--- src/rtl/phase_pwm_pkg.sv ---
// Package: shared constants and the pulse-shape classification for the
// phase-offset pulse generator. Assumes counts are unsigned.
package phase_pwm_pkg;

    // Shape of the pulse inside one frame, decided from the active counts.
    typedef enum logic [1:0] {
        SHAPE_NONE  = 2'd0,   // rise == fall: output held low
        SHAPE_INNER = 2'd1,   // rise <  fall: pulse inside the frame
        SHAPE_SPAN  = 2'd2    // rise >  fall: pulse crosses frame end
    } pulse_shape_e;

    localparam int DEF_CNT_W    = 8;
    localparam int DEF_RISE_RST = 'h32;
    localparam int DEF_FALL_RST = 'h64;

endpackage

--- src/rtl/pwm_cfg_bank.sv ---
// Module: pwm_cfg_bank
// Holds the double-buffered settings. A host write fills the holding set;
// the active set copies the holding set on the frame-ending tick.
// Assumes frame_end is high for one cycle per frame. When HAS_LIMIT is 0
// the limit registers are not built and the frame is always full length.
module pwm_cfg_bank #(
    parameter int CNT_W     = 8,
    parameter int HAS_LIMIT = 1,
    parameter int RISE_RST  = 'h32,
    parameter int FALL_RST  = 'h64
) (
    input  logic             clk,
    input  logic             rst_n,
    input  logic             wr_en,
    input  logic [CNT_W-1:0] rise_in,
    input  logic [CNT_W-1:0] fall_in,
    input  logic [CNT_W-1:0] limit_in,
    input  logic             limit_en_in,
    input  logic             frame_end,
    output logic [CNT_W-1:0] act_rise,
    output logic [CNT_W-1:0] act_fall,
    output logic [CNT_W-1:0] act_limit,
    output logic             act_limit_en
);

    localparam logic [CNT_W-1:0] RISE_INIT = CNT_W'(RISE_RST);
    localparam logic [CNT_W-1:0] FALL_INIT = CNT_W'(FALL_RST);
    localparam logic [CNT_W-1:0] CNT_MAX   = {CNT_W{1'b1}};

    logic [CNT_W-1:0] hold_rise;
    logic [CNT_W-1:0] hold_fall;

    // Capture host writes into the holding edge counts.
    always_ff @(posedge clk) begin
        if (!rst_n) begin
            hold_rise <= RISE_INIT;
            hold_fall <= FALL_INIT;
        end else if (wr_en) begin
            hold_rise <= rise_in;
            hold_fall <= fall_in;
        end
    end

    // Promote the held edge counts at the frame boundary.
    always_ff @(posedge clk) begin
        if (!rst_n) begin
            act_rise <= RISE_INIT;
            act_fall <= FALL_INIT;
        end else if (frame_end) begin
            act_rise <= hold_rise;
            act_fall <= hold_fall;
        end
    end

    generate
        if (HAS_LIMIT != 0) begin : g_limit
            logic [CNT_W-1:0] hold_limit;
            logic             hold_limit_en;
            logic [CNT_W-1:0] run_limit;
            logic             run_limit_en;

            // Capture host writes into the holding limit.
            always_ff @(posedge clk) begin
                if (!rst_n) begin
                    hold_limit    <= CNT_MAX;
                    hold_limit_en <= 1'b0;
                end else if (wr_en) begin
                    hold_limit    <= limit_in;
                    hold_limit_en <= limit_en_in;
                end
            end

            // Promote the held limit at the frame boundary.
            always_ff @(posedge clk) begin
                if (!rst_n) begin
                    run_limit    <= CNT_MAX;
                    run_limit_en <= 1'b0;
                end else if (frame_end) begin
                    run_limit    <= hold_limit;
                    run_limit_en <= hold_limit_en;
                end
            end

            assign act_limit    = run_limit;
            assign act_limit_en = run_limit_en;
        end else begin : g_no_limit
            logic unused_limit;
            assign unused_limit = ^{limit_in, limit_en_in};
            assign act_limit    = CNT_MAX;
            assign act_limit_en = 1'b0;
        end
    endgenerate

endmodule

--- src/rtl/pwm_frame_ctr.sv ---
// Module: pwm_frame_ctr
// Frame counter gated by the prescaler enable. It wraps after the last
// count of the frame (full range, or the limit when enabled) and registers
// a one-clock start-of-frame marker. Assumes the limit only changes on a
// frame end, so the counter never sits above it.
module pwm_frame_ctr #(
    parameter int CNT_W = 8
) (
    input  logic             clk,
    input  logic             rst_n,
    input  logic             tick,
    input  logic [CNT_W-1:0] limit,
    input  logic             limit_en,
    output logic [CNT_W-1:0] cnt,
    output logic             frame_end,
    output logic             sync
);

    localparam logic [CNT_W-1:0] CNT_MAX = {CNT_W{1'b1}};

    logic [CNT_W-1:0] last_cnt;
    logic             at_last;

    // Select the final count of the current frame.
    always_comb begin
        last_cnt  = limit_en ? limit : CNT_MAX;
        at_last   = (cnt >= last_cnt);
        frame_end = tick && at_last;
    end

    // Advance or wrap the counter on enabled cycles.
    always_ff @(posedge clk) begin
        if (!rst_n) begin
            cnt <= '0;
        end else if (tick) begin
            cnt <= at_last ? '0 : cnt + 1'b1;
        end
    end

    // Mark the first clock of each new frame.
    always_ff @(posedge clk) begin
        if (!rst_n) begin
            sync <= 1'b0;
        end else begin
            sync <= frame_end;
        end
    end

endmodule

--- src/rtl/pwm_edge_gen.sv ---
// Module: pwm_edge_gen
// Decides from the counter and the active edge counts whether the pulse is
// high, and registers the result. Assumes the counts change only at frame
// boundaries; the output lags the counter by one clock.
module pwm_edge_gen #(
    parameter int CNT_W = 8
) (
    input  logic             clk,
    input  logic             rst_n,
    input  logic [CNT_W-1:0] cnt,
    input  logic [CNT_W-1:0] rise,
    input  logic [CNT_W-1:0] fall,
    output logic             pwm
);

    import phase_pwm_pkg::*;

    pulse_shape_e shape;
    logic         want_high;

    // Classify the pulse and test the counter against its window.
    always_comb begin
        if (rise == fall) begin
            shape = SHAPE_NONE;
        end else if (rise < fall) begin
            shape = SHAPE_INNER;
        end else begin
            shape = SHAPE_SPAN;
        end
        unique case (shape)
            SHAPE_INNER: want_high = (cnt >= rise) && (cnt < fall);
            SHAPE_SPAN:  want_high = (cnt >= rise) || (cnt < fall);
            default:     want_high = 1'b0;
        endcase
    end

    // Register the output level.
    always_ff @(posedge clk) begin
        if (!rst_n) begin
            pwm <= 1'b0;
        end else begin
            pwm <= want_high;
        end
    end

endmodule

--- src/rtl/phase_pwm.sv ---
// Module: phase_pwm
// Top of the phase-offset pulse generator: settings bank, frame counter
// and edge generator. Assumes tick_en comes from an external prescaler and
// that the setting inputs are valid whenever wr_en is high.
module phase_pwm #(
    parameter int CNT_W     = phase_pwm_pkg::DEF_CNT_W,
    parameter int HAS_LIMIT = 1,
    parameter int RISE_RST  = phase_pwm_pkg::DEF_RISE_RST,
    parameter int FALL_RST  = phase_pwm_pkg::DEF_FALL_RST
) (
    input  logic             clk,
    input  logic             rst_n,
    input  logic             tick_en,
    input  logic             wr_en,
    input  logic [CNT_W-1:0] rise_cnt,
    input  logic [CNT_W-1:0] fall_cnt,
    input  logic [CNT_W-1:0] limit_cnt,
    input  logic             limit_en,
    output logic             pwm_out,
    output logic             frame_sync
);

    logic [CNT_W-1:0] cnt_q;
    logic             frame_end;
    logic [CNT_W-1:0] act_rise;
    logic [CNT_W-1:0] act_fall;
    logic [CNT_W-1:0] act_limit;
    logic             act_limit_en;

    pwm_cfg_bank #(
        .CNT_W(CNT_W), .HAS_LIMIT(HAS_LIMIT),
        .RISE_RST(RISE_RST), .FALL_RST(FALL_RST)
    ) u_cfg (
        .clk(clk), .rst_n(rst_n), .wr_en(wr_en),
        .rise_in(rise_cnt), .fall_in(fall_cnt),
        .limit_in(limit_cnt), .limit_en_in(limit_en),
        .frame_end(frame_end),
        .act_rise(act_rise), .act_fall(act_fall),
        .act_limit(act_limit), .act_limit_en(act_limit_en)
    );

    pwm_frame_ctr #(.CNT_W(CNT_W)) u_ctr (
        .clk(clk), .rst_n(rst_n), .tick(tick_en),
        .limit(act_limit), .limit_en(act_limit_en),
        .cnt(cnt_q), .frame_end(frame_end), .sync(frame_sync)
    );

    pwm_edge_gen #(.CNT_W(CNT_W)) u_edge (
        .clk(clk), .rst_n(rst_n), .cnt(cnt_q),
        .rise(act_rise), .fall(act_fall), .pwm(pwm_out)
    );

endmodule

--- config.mk ---
export PLATFORM = sky130hd
export DESIGN_NAME = phase_pwm
export DESIGN_NICKNAME = d
export VERILOG_FILES = /design/src/rtl/phase_pwm_pkg.sv /design/src/rtl/pwm_cfg_bank.sv /design/src/rtl/pwm_frame_ctr.sv /design/src/rtl/pwm_edge_gen.sv /design/src/rtl/phase_pwm.sv
export SDC_FILE = /design/constraint.sdc
export NUM_CORES = 1
export LEC_CHECK = 0
export ABC_CLOCK_PERIOD_IN_PS = 2450
export BUFFER_PORTS_ARGS = -buffer_cell sky130_fd_sc_hd__buf_4
export CORE_ASPECT_RATIO = 2
export CORE_MARGIN = 2
export CORE_UTILIZATION = 36
export DETAILED_ROUTE_END_ITERATION = 6
export HOLD_SLACK_MARGIN = 0.1
export PLACE_DENSITY_LB_ADDON = 0.25
export SLEW_MARGIN = 15
export SYNTH_ARGS = -nofsm -noshare
export SYNTH_HDL_FRONTEND = slang
export SYNTH_SLANG_ARGS = --single-unit
export TNS_END_PERCENT = 50
--- constraint.sdc ---
create_clock -name clk -period 2.45 [get_ports clk]
set_input_delay 0.245 -clock clk [delete_from_list [all_inputs] [get_ports clk]]
set_output_delay 0.245 -clock clk [all_outputs]
set_load 0.03 [all_outputs]
Word level (Yosys, flattened, before mapping)
Index checks and enable logic that the tools add are counted.
Storage, ports and cells
  output and inout bits: 2
  logic and storage cells: 27
  register bits: 60
Cells by class
  multiplexer cells: 5
  add/subtract/negate cells: 1
  order comparisons: 4
  equal/unequal tests: 3
  reduce and logical (&&, ||, !) cells: 3
Operator list (number)
  $ge 8x8->1: 2
  $lt 8x8->1: 2
  $mux 8: 2
  $add 8x1->8 const B: 1
  $eq 8x8->1: 1
  $mux 2: 2
  $eq 2x1->1 const B: 1
  $eq 2x2->1 const B: 1
  $logic_and 1x1->1: 2
  $pmux 1 s2: 1
  $logic_or 1x1->1: 1

Longest topological paths before layout
  word-level depth: 5
  mapped depth: 8

Modules after synthesis
A second synthesis with hierarchy kept.
Second synthesis, totals
  cell total of the unflattened synthesis: 305
  area, all modules: 3118.0 sq um
By module, submodules not included
  pwm_cfg_bank: times used 1, area an instance 1848.0 sq um, seq. area each 1001.0 sq um, cells each 161
  pwm_frame_ctr: times used 1, area an instance 656.9 sq um, seq. area each 180.2 sq um, cells each 73
  pwm_edge_gen: times used 1, area an instance 613.1 sq um, seq. area each 20.0 sq um, cells each 71

Least setup slack after synthesis
No wires, ideal clock.
  path type: flip-flop to flip-flop
  start point: register u_ctr.cnt[0]
  end point: register u_cfg.act_fall[3]
  slack: 507 ps
  stages on the path, launching flop included: 9
  required time: 2378 ps
  data arrival time: 1871 ps
  period minus slack after synthesis: 1943 ps
  cells stage by stage: dfxtp_1 inv_1 ha_1 nand2b_1 a21o_1 a211oi_4 o21a_4 buf_6 mux2i_1
Between the ends
  word-level cells in the longest chain between the ends: 2
Ends and longest elaborated chain
  from (decl): line pwm_frame_ctr.sv:14  | output logic [CNT_W-1:0] cnt,
  from (signal assigned): line pwm_frame_ctr.sv:36  | cnt <= at_last ? '0 : cnt + 1'b1;
  $ge 8x8->1: line pwm_frame_ctr.sv:27  | at_last = (cnt >= last_cnt);
  $logic_and 1x1->1: line pwm_frame_ctr.sv:28  | frame_end = tick && at_last;
  to (signal assigned): line pwm_cfg_bank.sv:51  | act_fall <= hold_fall;
  to (decl): line pwm_cfg_bank.sv:21  | output logic [CNT_W-1:0] act_fall,
No other way between the ends.
A chain may end at the register's enable or synchronous reset.

Final worst setup path
  start point: register u_ctr.cnt[0]
  end point: register u_cfg.act_rise[0]
Between the ends
  word-level cells in the longest chain between the ends: 2
Ends and longest elaborated chain
  $ge 8x8->1: line pwm_frame_ctr.sv:27
  $logic_and 1x1->1: line pwm_frame_ctr.sv:28
  to (signal assigned): line pwm_cfg_bank.sv:50  | act_rise <= hold_rise;
  to (decl): line pwm_cfg_bank.sv:20  | output logic [CNT_W-1:0] act_rise,
No other way between the ends.

==> summary.txt <==
Status
  – Status: complete, no violations

Synthesis
  – Synth top area share: 0.394
  – Syn_nets: 392
  – Part of the Yosys area used for sequential elements: 0.394
  – Ranking of synthesized cells by area: dfxtp_1 (39%), ha_1 (13%), o211ai_1 (11%), mux2i_1 (7.2%), nand2_1 (5.4%)
  – Main synth FF type: dfxtp_1
  – Async S/R FF share, synth: 0
  – Biggest area consumer among synthesized cells: dfxtp_1
  – Flops & latches, synth: 60
  – Gate Count Post-Synth: 331
  – Synth warn: 0
  – Most common library cells after synthesis: dfxtp_1 (60), nand2_1 (44), o211ai_1 (43)
  – Synth cell types: 34
  – Post-synth EDFFs: 0
  – Avg Inst Size Synth: 9.20 um2
  – Post-Syn Area: 3050 um2
  – Most common cell in the synthesized netlist: dfxtp_1

Clocking
  – Htree depth: 3
  – Clock Latency Late Sink: 0.32 ns
  – Setup bufs post-CTS: 0
  – Bufs on Longest Clock Path: 2
  – Clk sinks: 60
  – CTS buffer count: 9
  – Root Buffer: clkbuf_16
  – Post-CTS Resized: 0
  – TritonCTS clock tree: yes
  – Register clock-pin slew on the reported worst setup and hold paths: 0.05 ns
  – Hold-fix buffers, CTS: 0

Worst setup path
  – Crit path required time: 2.70 ns
  – CP endpoint kind: register
  – Crit. Startpoint: u_ctr.cnt[0]
  – Worst r2r src: u_ctr.cnt[0]
  – Crit path DAT: 2.45 ns
  – Worst Setup Start Kind: register
  – Setup CP Type: register to register
  – Critical-path maximum fanout: 34

STA
  – Final Cycle Share: 0.896
  – Final setup fails: 0
  – Total negative slack: 0 ns
  – Unrepaired setup endpoints after global routing: false
  – Max-Slew Margin vs Limit: 0.569
  – Slew of the pin with the lowest slew margin: 0.647 ns
  – Hold Fails Final Rpt: 0
  – Worst Skew: 0.00400 ns
  – Max Clk Rate: 0.455 GHz
  – Min Tclk post-route: 2.20 ns
  – Final Max Slew Viols: 0

Min path
  – Worst Hold Class: input port to register
  – HP Start: rise_cnt[5]

Global routing
  – First-pass GRT wire length: 10.6 mm
  – Number of global-route vias before repair: 2271
  – Initial antenna violation count: 0
  – Total gr overflow: 0
  – GRT Total Usage: 0.144
  – Pin count of the biggest net entering global routing: 72

Layout
  – Synth-to-Final Area Change: 19.3%
  – # diodes: 0
  – Share of cells above drive strength 1: 0.139
  – Final Non-Filler Cells: 457
  – Filler cells: 823
  – Layout Nets: 417

Routing
  – Routed len/inst: 13.5 um
  – Final ANT Viol Nets: 0
  – WL final: 6.19 mm
  – Detailed router's first-iteration violation count: 66
  – DRC viols: 0
  – Via count: 2332
  – First drt pass iteration count: 4
  – Vias per inst: 5.10

Floorplan
  – I/O Pins: 31
  – Num rows: 47
  – Initial Util: 0.370
  – Die W: 69.1 um
  – Chip height: 134 um
  – Area of the die: 9260 um2
  – Core Footprint: 8230 um2

Placed design
  – GP Congestion: 0.786
  – Placed cells: 443
  – DP HPWL: 4.56 mm
  – Port Buffers: 30

Pwr
  – Static Leak: 1.72 nW
  – Max IR drop VDD: 0.000485 V
  – Total power per unit cell area: 670 nW/um2

Job
  – Number of max-cap violations: 0
==> path summary, 6_finish.rpt <==
kind	to	slack, ns	cells past startpoint
min reg2reg	u_cfg.act_rise[2]	0.46	2
min	u_cfg.hold_rise[5]	0.14	3
max	u_cfg.act_rise[0]	0.25	7
max reg2reg	u_cfg.act_rise[0]	0.25	7
==> per-layer routing <==
layer	GRT usage	part of all wire	vias to the layer above
met2	0.245	0.51	37
li1	-	-	1204
met4	0.0839	0.032	0
met1	0.161	0.43	1081
met3	0.0353	0.029	10
met5	0	0	-
==> area by class of cell <==
class                      count  area, um2  share of cell area
timing repair buffer          33        248              0.0682
clock buffer                  13        280              0.0771
sequential                    60       1200               0.331
inverter                      30        113              0.0310
clock inverter                 1       30.0             0.00826
tap                           98        123              0.0337
multi-input combinational    222       1640               0.451
==> stage by stage <==
step	area (um2)	setup slack, ns	utilization	hold slack [ns]	power [W]
floorplan	3050	0.507	-	0.375	0.00112
global placement	3320	0.320	0.404	0.443	0.00117
detailed placement	3320	0.242	0.404	0.452	0.00118
CTS	3630	0.235	0.441	0.128	0.00247
global route	3630	0.0765	0.441	0.131	0.00254
finish	3630	0.254	0.441	0.138	0.00243
==> critical path, cell delays in order, from the launching register on <==
cell and delay (ns):
dfxtp_1 0.41, inv_1 0.12, ha_1 0.30, nand2b_1 0.14, a21o_1 0.20, a211oi_4 0.27, o21a_4 0.45, mux2i_1 0.23
==> kinds of logic after synthesis <==
group | count (synthesis) | synth area share
compound gates | 69 | 0.165
xor+xnor | 7 | 0.0201
fa+ha+maj | 32 | 0.131
buf+inv | 49 | 0.0678
flops | 60 | 0.394
mux | 23 | 0.0760
simple gates | 91 | 0.145
==> state kept, by name (all words and copies together), names as in the netlist <==
name,cells
u_cfg.act_limit,8
u_cfg.act_fall,8
u_cfg.act_limit_en,1
u_cfg.g_limit.hold_limit,8
u_cfg.hold_fall,8
u_ctr.sync,1
u_cfg.hold_rise,8
u_ctr.cnt,8
u_cfg.act_rise,8
u_edge.pwm,1
u_cfg.g_limit.hold_limit_en,1
==> cells in the final DEF, fill, tap and decap left out, types with 2 or more instances in the layout <==
master / synthesis / final
dfxtp_1: 60 / 60
nand2_1: 44 / 44
o211ai_1: 43 / 43
buf_4: 1 / 33
ha_1: 32 / 32
inv_1: 30 / 30
mux2i_1: 22 / 22
nor2b_1: 20 / 20
a21oi_1: 10 / 10
clkbuf_16: 0 / 9
and3_1: 7 / 7
nor2_1: 6 / 6
o21ai_0: 5 / 5
nand4_1: 5 / 5
xnor2_1: 5 / 5
clkbuf_8: 0 / 4
nand2b_1: 3 / 3
nand3_1: 3 / 3
a21o_1: 2 / 2
xor2_1: 2 / 2
==> report_power, final <==
part	switching, W	internal, W
sequential	0.0000147	0.00101
combinational	0.0000656	0.0000675
clock	0.000394	0.000884
(Power assumes the default switching activity.)
